$ cat config.mk
export PLATFORM = sky130hd
export DESIGN_NAME = exc_vec_ctrl
export DESIGN_NICKNAME = d
export VERILOG_FILES = /design/src/rtl/exc_vec_pkg.sv /design/src/rtl/exc_stat_regs.sv /design/src/rtl/exc_irq_gate.sv /design/src/rtl/exc_vec_sel.sv /design/src/rtl/exc_vec_ctrl.sv
export SDC_FILE = /design/constraint.sdc
export NUM_CORES = 1
export LEC_CHECK = 0
export ABC_AREA = 1
export BUFFER_PORTS_ARGS = -buffer_cell sky130_fd_sc_hd__clkbuf_2
export CAP_MARGIN = 15
export CORE_AREA = 5 5 47 69
export DETAILED_ROUTE_END_ITERATION = 10
export DIE_AREA = 0 0 52 74
export GPL_ROUTABILITY_DRIVEN = 0
export PLACE_DENSITY_LB_ADDON = 0.12
export SYNTH_ARGS = -nofsm -noshare
export SYNTH_HDL_FRONTEND = slang
export SYNTH_SLANG_ARGS = --single-unit
$ cat constraint.sdc
create_clock -name clk -period 0.95 [get_ports clk]
set_input_delay 0.0475 -clock clk [delete_from_list [all_inputs] [get_ports clk]]
set_output_delay 0.0475 -clock clk [all_outputs]
set_load 0.01 [all_outputs]
$ cat src/rtl/exc_vec_pkg.sv
package exc_vec_pkg;
  localparam int STAT_W = 7;

  typedef struct packed {
    logic bev;
    logic sx;
    logic ux;
    logic re;
    logic ce;
    logic de;
    logic ie;
  } stat_t;

  localparam stat_t STAT_RESET = stat_t'(7'b100_0000);

  localparam logic [1:0] MODE_KERNEL = 2'd0;
  localparam logic [1:0] MODE_SUPER  = 2'd1;
  localparam logic [1:0] MODE_USER   = 2'd2;

  localparam logic [1:0] KIND_TLB    = 2'd0;
  localparam logic [1:0] KIND_PARITY = 2'd1;
endpackage

$ cat src/rtl/exc_stat_regs.sv
module exc_stat_regs
  import exc_vec_pkg::*;
(
  input  logic  clk,
  input  logic  rst_n,
  input  logic  nmi_i,
  input  logic  wr_en_i,
  input  stat_t wr_data_i,
  output stat_t stat_q
);
  stat_t stat_d;
  logic  ld_en;

  assign ld_en = nmi_i | wr_en_i;

  always_comb begin
    stat_d = stat_q;
    if (nmi_i) begin
      stat_d.bev = 1'b1;
    end else if (wr_en_i) begin
      stat_d    = wr_data_i;
      stat_d.re = 1'b0;
    end
  end

  always_ff @(posedge clk or negedge rst_n) begin
    if (!rst_n) begin
      stat_q <= STAT_RESET;
    end else if (ld_en) begin
      stat_q <= stat_d;
    end
  end


  bev_after_nmi_chk: assert property (@(posedge clk) disable iff (!rst_n)
    nmi_i |=> (stat_q.bev && stat_q.ie == $past(stat_q.ie) && stat_q.sx == $past(stat_q.sx)));


  write_takes_chk: assert property (@(posedge clk) disable iff (!rst_n)
    (wr_en_i && !nmi_i) |=> (stat_q.ie == $past(wr_data_i.ie) && !stat_q.re));


  hold_idle_chk: assert property (@(posedge clk) disable iff (!rst_n)
    (!wr_en_i && !nmi_i) |=> $stable(stat_q));
endmodule

$ cat src/rtl/exc_irq_gate.sv
module exc_irq_gate
  import exc_vec_pkg::*;
(
  input  logic       clk,
  input  logic       rst_n,
  input  logic       ie_i,
  input  logic       de_i,
  input  logic       exc_req_i,
  input  logic [1:0] exc_kind_i,
  input  logic       irq_i,
  input  logic       nmi_i,
  output logic       irq_accept_o,
  output logic       take_exc_o,
  output logic       tlb_sel_o
);
  logic parity_blocked;
  logic raise_exc;

  always_comb begin
    parity_blocked = (exc_kind_i == KIND_PARITY) & de_i;
    raise_exc      = exc_req_i & ~parity_blocked;
    irq_accept_o   = (irq_i & ie_i) | nmi_i;
    take_exc_o     = raise_exc | irq_accept_o;
    tlb_sel_o      = raise_exc & (exc_kind_i == KIND_TLB);
  end


  ie_gate_chk: assert property (@(posedge clk) disable iff (!rst_n)
    (irq_accept_o && !nmi_i) |-> ie_i);


  nmi_pass_chk: assert property (@(posedge clk) disable iff (!rst_n)
    nmi_i |-> (irq_accept_o && take_exc_o));


  parity_mask_chk: assert property (@(posedge clk) disable iff (!rst_n)
    (exc_kind_i == KIND_PARITY && de_i && !irq_accept_o) |-> !take_exc_o);
endmodule

$ cat src/rtl/exc_vec_sel.sv
module exc_vec_sel
  import exc_vec_pkg::*;
#(
  parameter int              ADDR_W    = 64,
  parameter int              OFS_W     = 12,
  parameter logic [ADDR_W-1:0] NORM_BASE = 64'hFFFF_FFFF_8000_0000,
  parameter logic [ADDR_W-1:0] BOOT_BASE = 64'hFFFF_FFFF_BFC0_0200,
  parameter logic [OFS_W-1:0]  XTLB_OFS  = 12'h080,
  parameter logic [OFS_W-1:0]  GEN_OFS   = 12'h180
) (
  input  logic              clk,
  input  logic              rst_n,
  input  logic              bev_i,
  input  logic              sx_i,
  input  logic              ux_i,
  input  logic [1:0]        mode_i,
  input  logic              tlb_sel_i,
  output logic [ADDR_W-1:0] vec_o
);
  logic [ADDR_W-1:0] base;
  logic [OFS_W-1:0]  ofs;
  logic              use_xtlb;

  always_comb begin
    use_xtlb = ((mode_i == MODE_SUPER) & sx_i) | ((mode_i == MODE_USER) & ux_i);
    base     = bev_i ? BOOT_BASE : NORM_BASE;
    if (tlb_sel_i) ofs = use_xtlb ? XTLB_OFS : '0;
    else           ofs = GEN_OFS;
    vec_o    = base + ADDR_W'(ofs);
  end


  boot_region_chk: assert property (@(posedge clk) disable iff (!rst_n)
    bev_i |-> (vec_o[31:20] == 12'hBFC));


  kernel_plain_chk: assert property (@(posedge clk) disable iff (!rst_n)
    (tlb_sel_i && mode_i == MODE_KERNEL) |-> (vec_o[7:0] == 8'h00));
endmodule

$ cat src/rtl/exc_vec_ctrl.sv
module exc_vec_ctrl
  import exc_vec_pkg::*;
#(
  parameter int ADDR_W = 64
) (
  input  logic              clk,
  input  logic              rst_n,
  input  logic              nmi_i,
  input  logic              wr_en_i,
  input  logic [STAT_W-1:0] wr_data_i,
  output logic [STAT_W-1:0] stat_o,
  input  logic [1:0]        mode_i,
  input  logic              exc_req_i,
  input  logic [1:0]        exc_kind_i,
  input  logic              irq_i,
  output logic [ADDR_W-1:0] vec_addr_o,
  output logic              take_exc_o,
  output logic              irq_accept_o
);
  stat_t stat_q;
  logic  tlb_sel;

  exc_stat_regs u_regs (
    .clk       (clk),
    .rst_n     (rst_n),
    .nmi_i     (nmi_i),
    .wr_en_i   (wr_en_i),
    .wr_data_i (stat_t'(wr_data_i)),
    .stat_q    (stat_q)
  );

  exc_irq_gate u_gate (
    .clk          (clk),
    .rst_n        (rst_n),
    .ie_i         (stat_q.ie),
    .de_i         (stat_q.de),
    .exc_req_i    (exc_req_i),
    .exc_kind_i   (exc_kind_i),
    .irq_i        (irq_i),
    .nmi_i        (nmi_i),
    .irq_accept_o (irq_accept_o),
    .take_exc_o   (take_exc_o),
    .tlb_sel_o    (tlb_sel)
  );

  exc_vec_sel #(.ADDR_W(ADDR_W)) u_vec (
    .clk       (clk),
    .rst_n     (rst_n),
    .bev_i     (stat_q.bev),
    .sx_i      (stat_q.sx),
    .ux_i      (stat_q.ux),
    .mode_i    (mode_i),
    .tlb_sel_i (tlb_sel),
    .vec_o     (vec_addr_o)
  );

  assign stat_o = stat_q;
endmodule

==> results of run 1 <==
[worst min-delay path, stage by stage]
cell and delay [ns]:
clkbuf_2 0.08, nand3_1 0.06, nand2_1 0.05
[power breakdown]
group	switching, mW	internal, mW
Clock	0.126	0.290
Combinational	0.243	0.183
Sequential	0.0226	0.289
Total	0.392	0.762
[final timing paths]
| path | startpoint | end |
|---|---|---|
| min reg2reg | u_regs.stat_q[2]$_DFFE_PN0P_ | u_regs.stat_q[2]$_DFFE_PN0P_ |
| min in group asynchronous | rst_n | u_regs.stat_q[1]$_DFFE_PN0P_ |
| max | u_regs.stat_q[6]$_DFFE_PN1P_ | vec_addr_o[29] |
| min | wr_data_i[5] | u_regs.stat_q[5]$_DFFE_PN0P_ |
| max reg2reg | u_regs.stat_q[6]$_DFFE_PN1P_ | u_regs.stat_q[6]$_DFFE_PN1P_ |
| max in group asynchronous | rst_n | u_regs.stat_q[6]$_DFFE_PN1P_ |
[Yosys cell counts, drive strengths merged]
library cell  count  area share, %
nand3             9            5.4
nand2            14            7.2
inv               7            3.2
nor2              1           0.45
o21ai             1           0.60
a21oi             2            1.2
buf              69             63
dfstp             1            3.2
dfrtp             5             15
conb              2           0.90
[final cells by class]
cell class,instances,area share (%)
inverters,7,2.811
clock buffers,4,4.819
flip-flops and latches,6,16.20
repair buffers,44,35.34
well taps,37,4.953
multi-input cells,81,35.88
[through the flow]
stage / utilization [%] / cell area (um2) / setup slack, ns / setup TNS [ns]
2_1_floorplan: - / 1026 / 0.1423 / 0
3_3_place_gp: 27.52 / 720.7 / 0.1227 / 0
3_5_place_dp: 27.52 / 720.7 / 0.08834 / 0
4_1_cts: 30.63 / 802.0 / -0.1026 / -1.080
5_1_grt: 35.69 / 934.6 / -0.1357 / -1.594
6_report: 35.69 / 934.6 / -0.1031 / -1.091
[logic make-up (layout without fill, tap and decap cells)]
family	after synthesis	after routing	synth area share, %
buffers and inverters	76	55	65.96
other	2	54	0.9040
flip-flops	6	6	18.22
AND/OR/NAND/NOR	24	24	13.10
AO/OA/AOI/OAI	3	3	1.807
[repair_timing]
action | CTS | global route
hold buffers | 1 | 0
endpoints found under the setup margin | 13 | 14
setup buffers | 3 | 6
hold endpoints to repair | 6 | 0
pin swaps | 2 | 0
resized for setup | 1 | 27
[per-layer routing]
layer,vias to the layer above,wire [um],track usage [%]
met5,-,0,0
met4,0,27,4.373
met3,4,284,3.206
met2,58,846,10.91
met1,231,520,7.239
li1,277,-,-
==> flow_summary_export.csv, run 1 <==
group,metric,value,unit
status,outcome,"finished, violations left",
status,violations,"setup timing",
clocking,cts.htree.levels,1,
sta,finalCritPeriodShare,110.9,%
worst_setup_path,crit_chain,"buf_6, buf_6",
worst_setup_path,crit_fanout,5,
finish,final_net_count,160,
floorplan,std_cell_rows,23,
yosys,synth_seq_cells,6,
sta,setup_viol,14,
detailed_routing,drtIter0Drc,6,
floorplan,die-area,3848,um2
yosys,syn-cell-area,830.8,um2
clocking,clk_pin_slew,0.04,ns
pwr,vdd_drop_max,560.6,uV
clocking,cts_root_buffer,"clkbuf_8",
sta,slew_violations,0,
global_route,antenna_found_initial,0,
min_path,hold_class,"input pin to register",
finish,fill_cells,287,
pwr,total_power,1.154,mW
clocking,clock_latency,0.23,ns
sta,clock.fmax,0.9496,GHz
finish,insertedDiodeCount,0,
clocking,cts_tree,"built",
clocking,cts_num_sinks,6,
finish,largest_reg_flops,6,
finish,reg.largest.list,"u_regs.stat_q: 6 flops",
run,cap_violations,0,
worst_setup_path,timing.critical_path.mode_cell,"buf_6",
worst_setup_path,endpoint_kind,"output port",
detailed_routing,dr.pass1.iters,2,
finish,layout_commonest_cell,"conb_1",
finish,seq_area,151.4,um2
detailed_routing,viasPerCell,3.184,
detailed_routing,wl_per_cell,9.374,um
worst_setup_path,cp.arrival,1.01,ns
global_route,grt_pass1_vias,456,
finish,areaGrowthSynthToFinish,12.50,%
worst_setup_path,worst_path_max_delay_cell,"dfstp_2",
min_path,holdPathStages,3,
detailed_routing,dr_total_vias,570,
detailed_routing,routed_wl,1678,um
detailed_routing,antenna_left,0,
worst_setup_path,crit_buf_inv,2,
place,portBuffers,34,
global_route,grt_overflow,0,
yosys,netlist_instances,111,
yosys,ys_warn_count,0,
global_route,grt_util_all_layers,6.874,%
worst_setup_path,crit_type,"register to output port",
yosys,netlist-cell-type-count,13,
worst_setup_path,cp_num_cells,2,
floorplan,fp.dieH,74,um
sta,hold_viol_final,0,
floorplan,coreArea,2619,um2
worst_setup_path,slowest_delay,0.55,ns
global_route,grt_pass1_wl,1938,um
finish,multi_input_area,335.3,um2
worst_setup_path,cp-start-kind,"register",
floorplan,start_util,31.72,%
global_route,grt_max_degree,12,
yosys,ys_seq_area_share,18.22,%
finish,final_cell_mix,"conb_1 (54), clkbuf_2 (22), nand2_1 (13)",
sta,rsz0062_at_grt,"yes",
place,post-place-cells,165,
floorplan,die_w,52,um
place,dp_hpwl,1339,um
pwr,total_leakage_power,0.5859,nW
floorplan,ioPinCount,90,
worst_setup_path,r2r_cells,4,
sta,finalWorstPathRequiredPeriod,1.053,ns
finish,largest_register,"u_regs.stat_q",
sta,layout_setup_ws,-0.1031,ns
worst_setup_path,worstPathRequired,0.90,ns
clocking,numCtsBuffers,3,
sta,fin_hold_ws,0.05346,ns
pwr,power.density,1234,nW/um2
sta,fin_skew,0,ns
finish,drive_gt1_share,35.92,%
worst_setup_path,path_delay_family,"flip-flops",
clocking,ctsLongestPathBuffers,2,
detailed_routing,drc,0,
finish,stdcell_count,179,
yosys,syn_avg_cell_area,7.485,um2
worst_setup_path,reg2reg_slack,-0.05,ns
Note: power is estimated with default switching activity, not from simulation.
==> inputs of run 2 (changes only) <==
--- a/config.mk
+++ b/config.mk
@@ -8,10 +8,11 @@
 export ABC_AREA = 1
 export BUFFER_PORTS_ARGS = -buffer_cell sky130_fd_sc_hd__clkbuf_2
 export CAP_MARGIN = 15
-export CORE_AREA = 5 5 47 69
+export CORE_AREA = 2 2 46 69
 export DETAILED_ROUTE_END_ITERATION = 10
-export DIE_AREA = 0 0 52 74
+export DIE_AREA = 0 0 48 71
 export GPL_ROUTABILITY_DRIVEN = 0
+export GPL_TIMING_DRIVEN = 0
 export PLACE_DENSITY_LB_ADDON = 0.12
 export SYNTH_ARGS = -nofsm -noshare
 export SYNTH_HDL_FRONTEND = slang
==> constraint.sdc (replaced) <==
create_clock -name clk -period 0.9 [get_ports clk]
set_input_delay 0.045 -clock clk [delete_from_list [all_inputs] [get_ports clk]]
set_output_delay 0.045 -clock clk [all_outputs]
set_load 0.01 [all_outputs]
==> run 2 against run 1 <==
- the flow still finishes with violations (setup timing)
- sequential share of layout area shrank 6.1 points
- critical path depth increased by 1
- global-route usage grew 1.9 points
- total power is 30% higher
- first-iteration DRC count rose to 3.3 times the previous value
- non-clock buffer count rose by 66
- routed wire length rose by 2.3%
- critical path type unchanged
- largest cell class is now non-clock buffers
- highest routed layer is now met3
==> flow_summary_export.csv, run 2 (synthesized netlist as in run 1, its figures left out) <==
group,metric,value,unit
clocking,clock_latency,0.22,ns
sta,rsz0062_at_grt,"yes",
detailed_routing,wl_per_cell,6.951,um
global_route,grt_use_met2,16.00,%
status,outcome,"finished, violations left",
sta,setup_viol,15,
finish,final_cell_mix,"buf_4 (63), conb_1 (54), buf_6 (25)",
worst_setup_path,path_delay_family,"flip-flops",
sta,layout_setup_ws,-0.2140,ns
worst_setup_path,endpoint_kind,"output port",
detailed_routing,antenna_left,0,
global_route,antenna_found_initial,0,
min_path,hold_class,"input pin to register",
floorplan,die-area,3408,um2
place,place_ws,-0.01243,ns
clocking,ctsLongestPathBuffers,2,
clocking,numCtsBuffers,3,
floorplan,std_cell_rows,24,
global_route,grt_max_degree,9,
detailed_routing,drc,0,
finish,reg.largest.list,"u_regs.stat_q: 6 flops",
detailed_routing,dr_total_vias,760,
floorplan,start_util,29.12,%
run,cap_violations,0,
global_route,grt_pass1_vias,571,
global_route,grt_overflow,0,
finish,drive_gt1_share,56.73,%
sta,finalCritPeriodShare,123.8,%
global_route,grt_pass1_wl,2221,um
finish,final_net_count,226,
worst_setup_path,worst_path_max_delay_cell,"dfstp_2",
clocking,cts_root_buffer,"clkbuf_8",
detailed_routing,routed_wl,1717,um
worst_setup_path,crit_type,"register to output port",
pwr,total_leakage_power,0.9158,nW
worst_setup_path,cp-start-kind,"register",
floorplan,die_w,48,um
worst_setup_path,crit_buf_inv,3,
place,postPlaceCellArea,1240,um2
pwr,power.density,993.4,nW/um2
global_route,grt_util_all_layers,8.769,%
detailed_routing,viasPerCell,3.077,
floorplan,fp.dieH,71,um
global_route,grt_use_met3,1.531,%
worst_setup_path,crit_chain,"buf_12, buf_6, buf_8",
place,portBuffers,33,
detailed_routing,drtIter0Drc,20,
worst_setup_path,cp.arrival,1.07,ns
sta,fin_skew,0,ns
global_route,grt_busiest_layer,"met2",
clocking,cts_tree,"built",
pwr,vdd_drop_max,547.9,uV
floorplan,ioPinCount,90,
status,violations,"setup timing",
finish,fin_area,1505,um2
clocking,clk_pin_slew,0.04,ns
clocking,cts.htree.levels,1,
sta,slew_violations,0,
sta,hold_viol_final,0,
finish,areaGrowthSynthToFinish,81.17,%
clocking,cts_num_sinks,6,
sta,finalWorstPathRequiredPeriod,1.114,ns
floorplan,coreArea,2853,um2
worst_setup_path,worstPathRequired,0.85,ns
worst_setup_path,slowest_delay,0.55,ns
finish,layout_commonest_cell,"buf_4",
global_route,use_met1,9.019,%
finish,largest_register,"u_regs.stat_q",
sta,fin_hold_ws,0.002455,ns
worst_setup_path,crit_fanout,6,
sta,tns,-2.384,ns
finish,insertedDiodeCount,0,
sta,clock.fmax,0.8976,GHz
finish,largest_reg_flops,6,
detailed_routing,dr.pass1.iters,4,
run 2: changes by cell type in the layout (fill, tap and decap cells not counted), sizes merged:
cell | before | now
buf | 21 | 91
clkbuf | 26 | 22
run 2: layer usage:
metal	up-vias	wire, um
met1	296	586
met3	0	216
li1	408	-
met2	56	914
met5	-	0
met4	0	0
run 2: where the power goes:
part	internal (mW)	switching (mW)
clock network	0.304	0.114
registers	0.305	0.0299
logic	0.443	0.298
total	1.05	0.442
run 2: path summary, 6_finish.rpt:
kind	end	slack, ns	cells past startpoint	from
min reg2reg	u_regs.stat_q[2]$_DFFE_PN0P_	0.48	2	u_regs.stat_q[2]$_DFFE_PN0P_
max in group asynchronous	u_regs.stat_q[6]$_DFFE_PN1P_	0.49	2	rst_n
max reg2reg	u_regs.stat_q[6]$_DFFE_PN1P_	-0.05	4	u_regs.stat_q[6]$_DFFE_PN1P_
max	vec_addr_o[29]	-0.21	3	u_regs.stat_q[6]$_DFFE_PN1P_
min	u_regs.stat_q[6]$_DFFE_PN1P_	0.002	2	wr_en_i
min in group asynchronous	u_regs.stat_q[5]$_DFFE_PN0P_	0.18	2	rst_n
run 2: worst reg2reg max path: stages, from the launching register on:
cell,delay (ns)
dfstp_2,0.55
buf_6,0.11
buf_4,0.09
inv_1,0.03
o21ai_2,0.09
run 2: stage by stage:
step	cells	power, mW	utilization, %
3_3_place_gp	235	0.8915	43.46
4_1_cts	247	1.441	51.01
5_1_grt	247	1.594	52.76
6_report	247	1.495	52.76
2_1_floorplan	163	0.7746	-
3_5_place_dp	235	0.8977	43.46
run 2: area by class of cell:
type | instances | area (um2)
clock buffers | 4 | 45.04
fillers | 283 | 1348
multi-input cells | 81 | 339.1
inverters | 7 | 26.28
flip-flops and latches | 6 | 151.4
repair buffers | 41 | 335.3
plain buffers | 69 | 559.3
well taps | 39 | 48.80
run 2: repair_timing:
| action | CTS | global route |
|---|---|---|
| pin swaps | 3 | 0 |
| endpoints found under the hold margin | 6 | 0 |
| endpoints found under the setup margin | 17 | 18 |
| resized for setup | 24 | 16 |
| hold buffers | 1 | 0 |
| setup buffers | 7 | 0 |
